--- src/rtl/coincidence_counter.sv ---
module coincidence_counter #(
  parameter int EVENTS   = 14,
  parameter int DATA_W   = 64,
  parameter int ADDR_W   = 8,
  parameter int MASK_OFS = 0,
  parameter int CNT_OFS  = 8
) (
  input  logic              clk,
  input  logic              rst_n,
  input  logic [EVENTS-1:0] ev_in,
  input  logic              bus_valid,
  input  logic              bus_write,
  input  logic [ADDR_W-1:0] bus_addr,
  input  logic [DATA_W-1:0] bus_wdata,
  input  logic              bus_secure,
  input  logic              bus_priv,
  output logic [DATA_W-1:0] bus_rdata,
  output logic              bus_err
);
  localparam int PAD_W = DATA_W - EVENTS;

  logic [EVENTS-1:0] mask_q;
  logic [DATA_W-1:0] cnt_q;

  wire granted  = bus_valid & bus_secure & bus_priv;
  wire sel_mask = bus_addr == ADDR_W'(MASK_OFS);
  wire sel_cnt  = bus_addr == ADDR_W'(CNT_OFS);
  wire mask_wr  = granted & bus_write & sel_mask;
  wire cnt_wr   = granted & bus_write & sel_cnt;
  wire rd       = granted & ~bus_write;
  wire hit      = (|mask_q) & ((ev_in & mask_q) == mask_q);

  always_ff @(posedge clk) begin
    if (!rst_n) begin
      mask_q    <= '0;
      cnt_q     <= '0;
      bus_rdata <= '0;
      bus_err   <= 1'b0;
    end else begin
      if (mask_wr) mask_q <= bus_wdata[EVENTS-1:0];
      if (cnt_wr)   cnt_q <= bus_wdata;
      else if (hit) cnt_q <= cnt_q + 1'b1;
      bus_err <= bus_valid & ~(bus_secure & bus_priv);
      if (rd && sel_mask)     bus_rdata <= {{PAD_W{1'b0}}, mask_q};
      else if (rd && sel_cnt) bus_rdata <= cnt_q;
      else                    bus_rdata <= '0;
    end
  end


  idle_mask_chk: assert property (@(posedge clk) disable iff (!rst_n)
    ($past(mask_q) == '0 && !$past(cnt_wr)) |-> cnt_q == $past(cnt_q));


  refused_err_chk: assert property (@(posedge clk) disable iff (!rst_n)
    (bus_valid && !(bus_secure && bus_priv)) |=> (bus_err && bus_rdata == '0));


  refused_keep_chk: assert property (@(posedge clk) disable iff (!rst_n)
    (bus_valid && !(bus_secure && bus_priv)) |=> $stable(mask_q));


  mask_pad_chk: assert property (@(posedge clk) disable iff (!rst_n)
    (rd && sel_mask) |=> bus_rdata[DATA_W-1:EVENTS] == '0);


  wrap_chk: assert property (@(posedge clk) disable iff (!rst_n)
    (hit && !cnt_wr && cnt_q == '1) |=> cnt_q == '0);


  write_wins_chk: assert property (@(posedge clk) disable iff (!rst_n)
    cnt_wr |=> cnt_q == $past(bus_wdata));
endmodule

--- config.mk ---
export PLATFORM = sky130hd
export DESIGN_NAME = coincidence_counter
export DESIGN_NICKNAME = d
export VERILOG_FILES = /design/src/rtl/coincidence_counter.sv
export SDC_FILE = /design/constraint.sdc
export NUM_CORES = 1
export LEC_CHECK = 0
export BUFFER_PORTS_ARGS = -buffer_cell sky130_fd_sc_hd__buf_4
export CAP_MARGIN = 40
export CELL_PAD_IN_SITES_DETAIL_PLACEMENT = 1
export CELL_PAD_IN_SITES_GLOBAL_PLACEMENT = 1
export CORE_MARGIN = 2
export CORE_UTILIZATION = 40
export CTS_BUF_LIST = sky130_fd_sc_hd__clkbuf_16
export CTS_CLUSTER_SIZE = 25
export DETAILED_ROUTE_END_ITERATION = 16
export PLACE_DENSITY = 0.89
export SYNTH_ARGS = -nofsm -noshare
export SYNTH_HDL_FRONTEND = slang
export SYNTH_SLANG_ARGS = --single-unit
--- constraint.sdc ---
create_clock -name clk -period 6.2 [get_ports clk]
set_clock_uncertainty 0.1 [all_clocks]
set_input_delay 0.31 -clock clk [delete_from_list [all_inputs] [get_ports clk]]
set_output_delay 0.31 -clock clk [all_outputs]
set_load 0.02 [all_outputs]
==> results of run 1 <==
==> cells by family after synthesis <==
| kind of cell | synth area share [%] |
|---|---|
| compound gates | 15.0 |
| xor+xnor | 4.37 |
| fa+ha+maj | 0.201 |
| mux | 2.76 |
| buf+inv | 3.78 |
| flops | 46.0 |
| simple gates | 27.8 |
==> stage by stage <==
| stage | std cells | utilization (%) | instance area [sq um] |
|---|---|---|---|
| 2_1_floorplan | 735 | - | 6220 |
| 3_3_place_gp | 1042 | 49.4 | 7510 |
| 3_5_place_dp | 1044 | 49.7 | 7550 |
| 4_1_cts | 1078 | 53.7 | 8160 |
| 5_1_grt | 1078 | 53.7 | 8160 |
| 6_report | 1078 | 53.7 | 8160 |
==> final timing paths <==
| kind | startpoint | end | slack (ps) | depth (start not counted) |
|---|---|---|---|---|
| setup / recovery | mask_q[8] | cnt_q[55] | 2730 | 6 |
| hold / removal | bus_valid | bus_err | 10 | 2 |
| setup reg to reg | mask_q[8] | cnt_q[55] | 2730 | 6 |
| hold reg to reg | mask_q[13] | mask_q[13] | 400 | 2 |
==> flip-flops by register name (all words and copies together), names as in the netlist <==
signal,count
bus_rdata,64
bus_err,1
cnt_q,64
mask_q,14
==> placed cells by master, fill, tap and decap left out, drive strengths merged, types with 19 or more instances in the layout <==
cell type,netlist,routed
buf,3,163
dfxtp,143,143
nand2,75,75
o21ai,71,71
and2,46,46
nor2,39,39
nor4,36,36
a21oi,35,35
nand4,32,32
a31oi,30,30
xnor2,24,24
inv,18,20
or4,19,19
nand3,19,19
==> per-layer routing <==
metal / track usage [%] / wire [microns]
met4: 9.78 / 412
met2: 42.7 / 10200
met3: 5.03 / 1180
met1: 33.8 / 9470
met5: 0 / 0
==> worst max-delay path, cell delays in order, from the launching register on <==
cell and delay (ps):
dfxtp_1 340, inv_2 60, o22ai_1 110, nor4_2 850, nand4_1 910, or4_1 780, a31oi_1 220
==> power by group <==
group          internal, uW  switching [uW]  leakage, uW
clock                   622             398     0.000285
combinational          46.5            35.7      0.00149
sequential              920           0.625      0.00115
total                  1590             434      0.00293
==> repair_timing <==
item / 4_1_cts / 5_1_grt
setup buffers: 0 / 0
hold buffers: 3 / 0
hold endpoints to repair: 3 / 0
==> final cells by class <==
cell class / instances / area share (%)
Clock buffer: 17 / 5.21
Clock inverter: 14 / 1.84
Inverter: 20 / 0.920
Multi-Input combinational cell: 530 / 38.3
Sequential cell: 143 / 35.1
Tap cell: 188 / 2.88
Timing Repair Buffer: 166 / 15.7
==> impl_metrics.yaml, run 1 <==
run_status:
  status: "finished clean"
die:
  initial_utilization_pct: 40.9
  die_x_microns: 129
  coreArea_sq_um: 15200
  core.rowCount: 45
  ios: 157
  die-area_sq_um: 16600
  die_h_microns: 129
timing:
  worst_slack_ps: 2730
  report.final.slew_viol_count: 0
  holdWs_ps: 11.2
  setup_viol_count_final: 0
  min_period_ps: 3470
  max_freq_mhz: 288
  tightest_slew_ps: 957
  period_share_pct: 56.0
  slew_headroom_pct: 35.7
  finalSetupTns_ps: 0
  finalHoldViolations: 0
  rsz0062_at_grt: "false"
global_route:
  grt_pass1_wl_microns: 33700
  grt_pass1_vias: 6314
  grt_start_max_net_pins: 93
  grt-ovfl-total: 0
  antenna_found_initial: 0
  grt.total_usage_pct: 25.9
drt:
  dr_total_vias: 6278
  antenna_left: 0
  drc_errors: 0
  drtIter0Drc: 544
  routed_wl_microns: 21300
  drtPass1Iterations: 5
  wire_per_inst_microns: 19.8
  via_per_inst: 5.82
clocking:
  ctsResizeCount: 0
  cts_tree: "built"
  clkSlewWorstSetupHoldPaths_ps: 60
  clk_latency_ps: 430
  clockRootBuffer: "clkbuf_16"
  numCtsBuffers: 17
  clock_path_buffers: 2
  cts_max_level: 4
  clkSinkCount: 143
synth:
  synth_warnings: 0
  syn_inst: 735
  ys.flop_type: "dfxtp_1"
  syn_nets: 828
  synth_common_cells: "dfxtp_1 (143), nand2_1 (75), o21ai_0 (71), and2_1 (46)"
  synth.top_cell.area_share_pct: 46.0
  ys_ff_latch: 143
  synth_edf_count: 0
  synth.most_common_cell: "dfxtp_1"
  async_reset_ff_share_pct: 0
  yosysTopAreaCell: "dfxtp_1"
  ys_top_cells_by_area: "dfxtp_1 (46%), o21ai_0 (5.7%), and2_1 (4.6%)"
  ys_types: 39
  synth_area_sq_um: 6220
  synth_seq_area_share_pct: 46.0
  syn_area_per_cell_sq_um: 8.46
cells_and_area:
  nets: 971
  fillers: 1830
  ff_latch_area_sq_um: 2860
  diodes: 0
  multi_input_area_sq_um: 3130
  drive_gt1_share_pct: 22.9
  syn_to_final_growth_pct: 31.2
setup_path:
  cp_max_fo: 19
  critPathRequiredTime_ps: 6440
  crit_type: "reg -> reg"
  cp.arrival_ps: 3710
  cp-start-kind: "register"
  end_kind: "register"
run:
  drv_cap: 0
placed_design:
  port_buffers: 156
  dp_hpwl_microns: 14500
  post-place-ws_ps: 2950
  globalplace.congestion: 0.859
power:
  vdd.ir_drop.worst_mv: 0.196
  total_power_uw: 2020
  p_leak_uw: 0.00293
  powerDensity_nw_per_um2: 248
min_path:
  hp-class: "in -> reg"
Note: power is estimated with default switching activity, not from simulation.
==> run 2, diff against run 1 <==
Settings changed: CORE_UTILIZATION 40 to 39, PLACE_DENSITY 0.89 to 0.88.
Clock period 6.2 ns to 3.5 ns, I/O delays scaled along.
==> run 2 against run 1 <==
Compared with the run above:
- sequential cell count did not move
- final area up 6.8%
- register-to-register slack worse by 2100 ps
- sequential power grew 77%
- clock-buffer cell count unchanged
- utilization up 1.8 points
- critical path depth increased by 1
- maximum frequency rose by 22%
- first-iteration DRC count is 14% lower
- die area rose by 2.5%
- sequential share of layout area shrank 2.2 points
- critical path type unchanged
==> impl_metrics.yaml, run 2 (synthesized netlist as in run 1, its figures left out) <==
global_route:
  grt.total_usage_pct: 27.8
  grt_pass1_wl_microns: 36200
  grt-ovfl-total: 0
  antenna_found_initial: 1
  grt_start_max_net_pins: 93
  grt_pass1_vias: 6884
clocking:
  clockRootBuffer: "clkbuf_16"
  cts_max_level: 4
  clkSlewWorstSetupHoldPaths_ps: 60
  clk_latency_ps: 440
  cts_setup_buffers: 0
  ctsResizeCount: 0
  numCtsBuffers: 17
  cts_tree: "built"
  clock_path_buffers: 2
  clkSinkCount: 143
setup_path:
  crit_start: "cnt_q[0]"
  path_common_cell: "or4_1"
  end_kind: "register"
  cp.arrival_ps: 3110
  reg2regPathDepth: 7
  r2r-end: "cnt_q[44]"
  cp_max_fo: 10
  crit_type: "reg -> reg"
  slowest_delay_ps: 550
  crit_chain: "ha_1 > inv_1 > or4_1 > nor4_2 > nand3_1 > or4_1 > a31oi_1"
  cp_slowest_cell: "or4_1"
  crit_buf_inv: 1
  critPathRequiredTime_ps: 3750
  cp_top_family: "simple AND/OR/NAND/NOR gates"
  critPathCapture: "cnt_q[44]"
  cp.depth: 7
  r2r_setup_slack_ps: 640
  reg2reg_from: "cnt_q[0]"
  cp-start-kind: "register"
cells_and_area:
  post-route-util_pct: 55.5
  drive_gt1_share_pct: 22.1
  layout_commonest_cell: "buf_4"
  reg_top3: "bus_rdata: 64 flops, cnt_q: 64 flops, mask_q: 14 flops"
  syn_to_final_growth_pct: 40.1
  nets: 1030
  fillers: 1838
  final_cell_mix: "buf_4 (169), dfxtp_1 (143), nand2_1 (75)"
  diodes: 0
  ff_latch_area_sq_um: 2860
  multi_input_area_sq_um: 3130
die:
  coreArea_sq_um: 15700
  core.rowCount: 46
  ios: 157
  die_x_microns: 130
  die_h_microns: 130
  die-area_sq_um: 17000
  initial_utilization_pct: 39.6
timing:
  holdWs_ps: 3.73
  max_freq_mhz: 350
  rsz0062_at_grt: "false"
  report.final.slew_viol_count: 0
  tightest_slew_ps: 905
  period_share_pct: 81.6
  setup_viol_count_final: 0
  finalSetupTns_ps: 0
  slew_headroom_pct: 39.7
  min_period_ps: 2860
  finalHoldViolations: 0
drt:
  drtPass1Iterations: 4
  drc_errors: 0
  antenna_left: 0
  routed_wl_microns: 22900
  drtIter0Drc: 467
  dr_total_vias: 6543
  wire_per_inst_microns: 19.7
  via_per_inst: 5.62
run_status:
  status: "finished clean"
placed_design:
  globalplace.congestion: 0.842
  dp_hpwl_microns: 14800
  port_buffers: 156
run:
  drv_cap: 0
min_path:
  hp-class: "in -> reg"
power:
  p_leak_uw: 0.00316
  total_power_uw: 3510
  powerDensity_nw_per_um2: 403
  vdd.ir_drop.worst_mv: 0.318
[run 2: cell count changes in the layout (fill, tap and decap cells not counted), sizes merged]
cell and delta:
clkinv +1, buf +7, bufinv -2, dlygate4sd3 +52, inv +1
[run 2: cell type report]
class	instances	share of cell area (%)
clock buffer	17	4.88
clock inverter	14	1.22
timing repair buffer	225	21.2
tap	216	3.10
multi-input combinational	530	35.9
sequential	143	32.9
inverter	20	0.861
[run 2: how the worst min path moves through the flow]
stage / startpoint / endpoint / slack (ps) / cells past startpoint
finish: bus_wdata[52] / cnt_q[52] / 4 / 3
global route: bus_wdata[50] / cnt_q[50] / 20 / 3
CTS: bus_wdata[60] / cnt_q[60] / 0.7 / 3
detailed placement: bus_wdata[37] / cnt_q[37] / 290 / 3
global placement: bus_wdata[43] / cnt_q[43] / 290 / 3
floorplan: bus_wdata[37] / cnt_q[37] / 180 / 2
[run 2: tightest hold or removal path, stage by stage]
cell      delay [ps]
buf_4            120
nor2_1           120
a211oi_1          70
[run 2: power by group]
group	leakage (uW)	internal, uW	switching (uW)	total [uW]
Clock	0.000269	957	724	1680
Combinational	0.00174	121	78.2	199
Sequential	0.00115	1630	1.16	1630
[run 2: metal layers]
layer	global-route usage [%]	share of wire, %	up-vias
met5	0	0	-
met4	12.5	3.5	0
met3	5.70	5.4	61
met2	49.0	51	225
met1	32.6	40	3179
li1	-	-	3078
[run 2: metrics by stage]
stage | instance area (sq um) | std cells | setup slack (ps)
floorplan | 6220 | 735 | 1040
CTS | 8710 | 1165 | 671
detailed placement | 7630 | 1079 | 701
global route | 8710 | 1165 | 517
global placement | 7600 | 1078 | 802
finish | 8710 | 1165 | 644
[run 2: timing repair]
item | in CTS | in global routing
endpoints found under the hold margin | 64 | 0
hold buffers | 55 | 0
setup endpoints to repair | 0 | 0
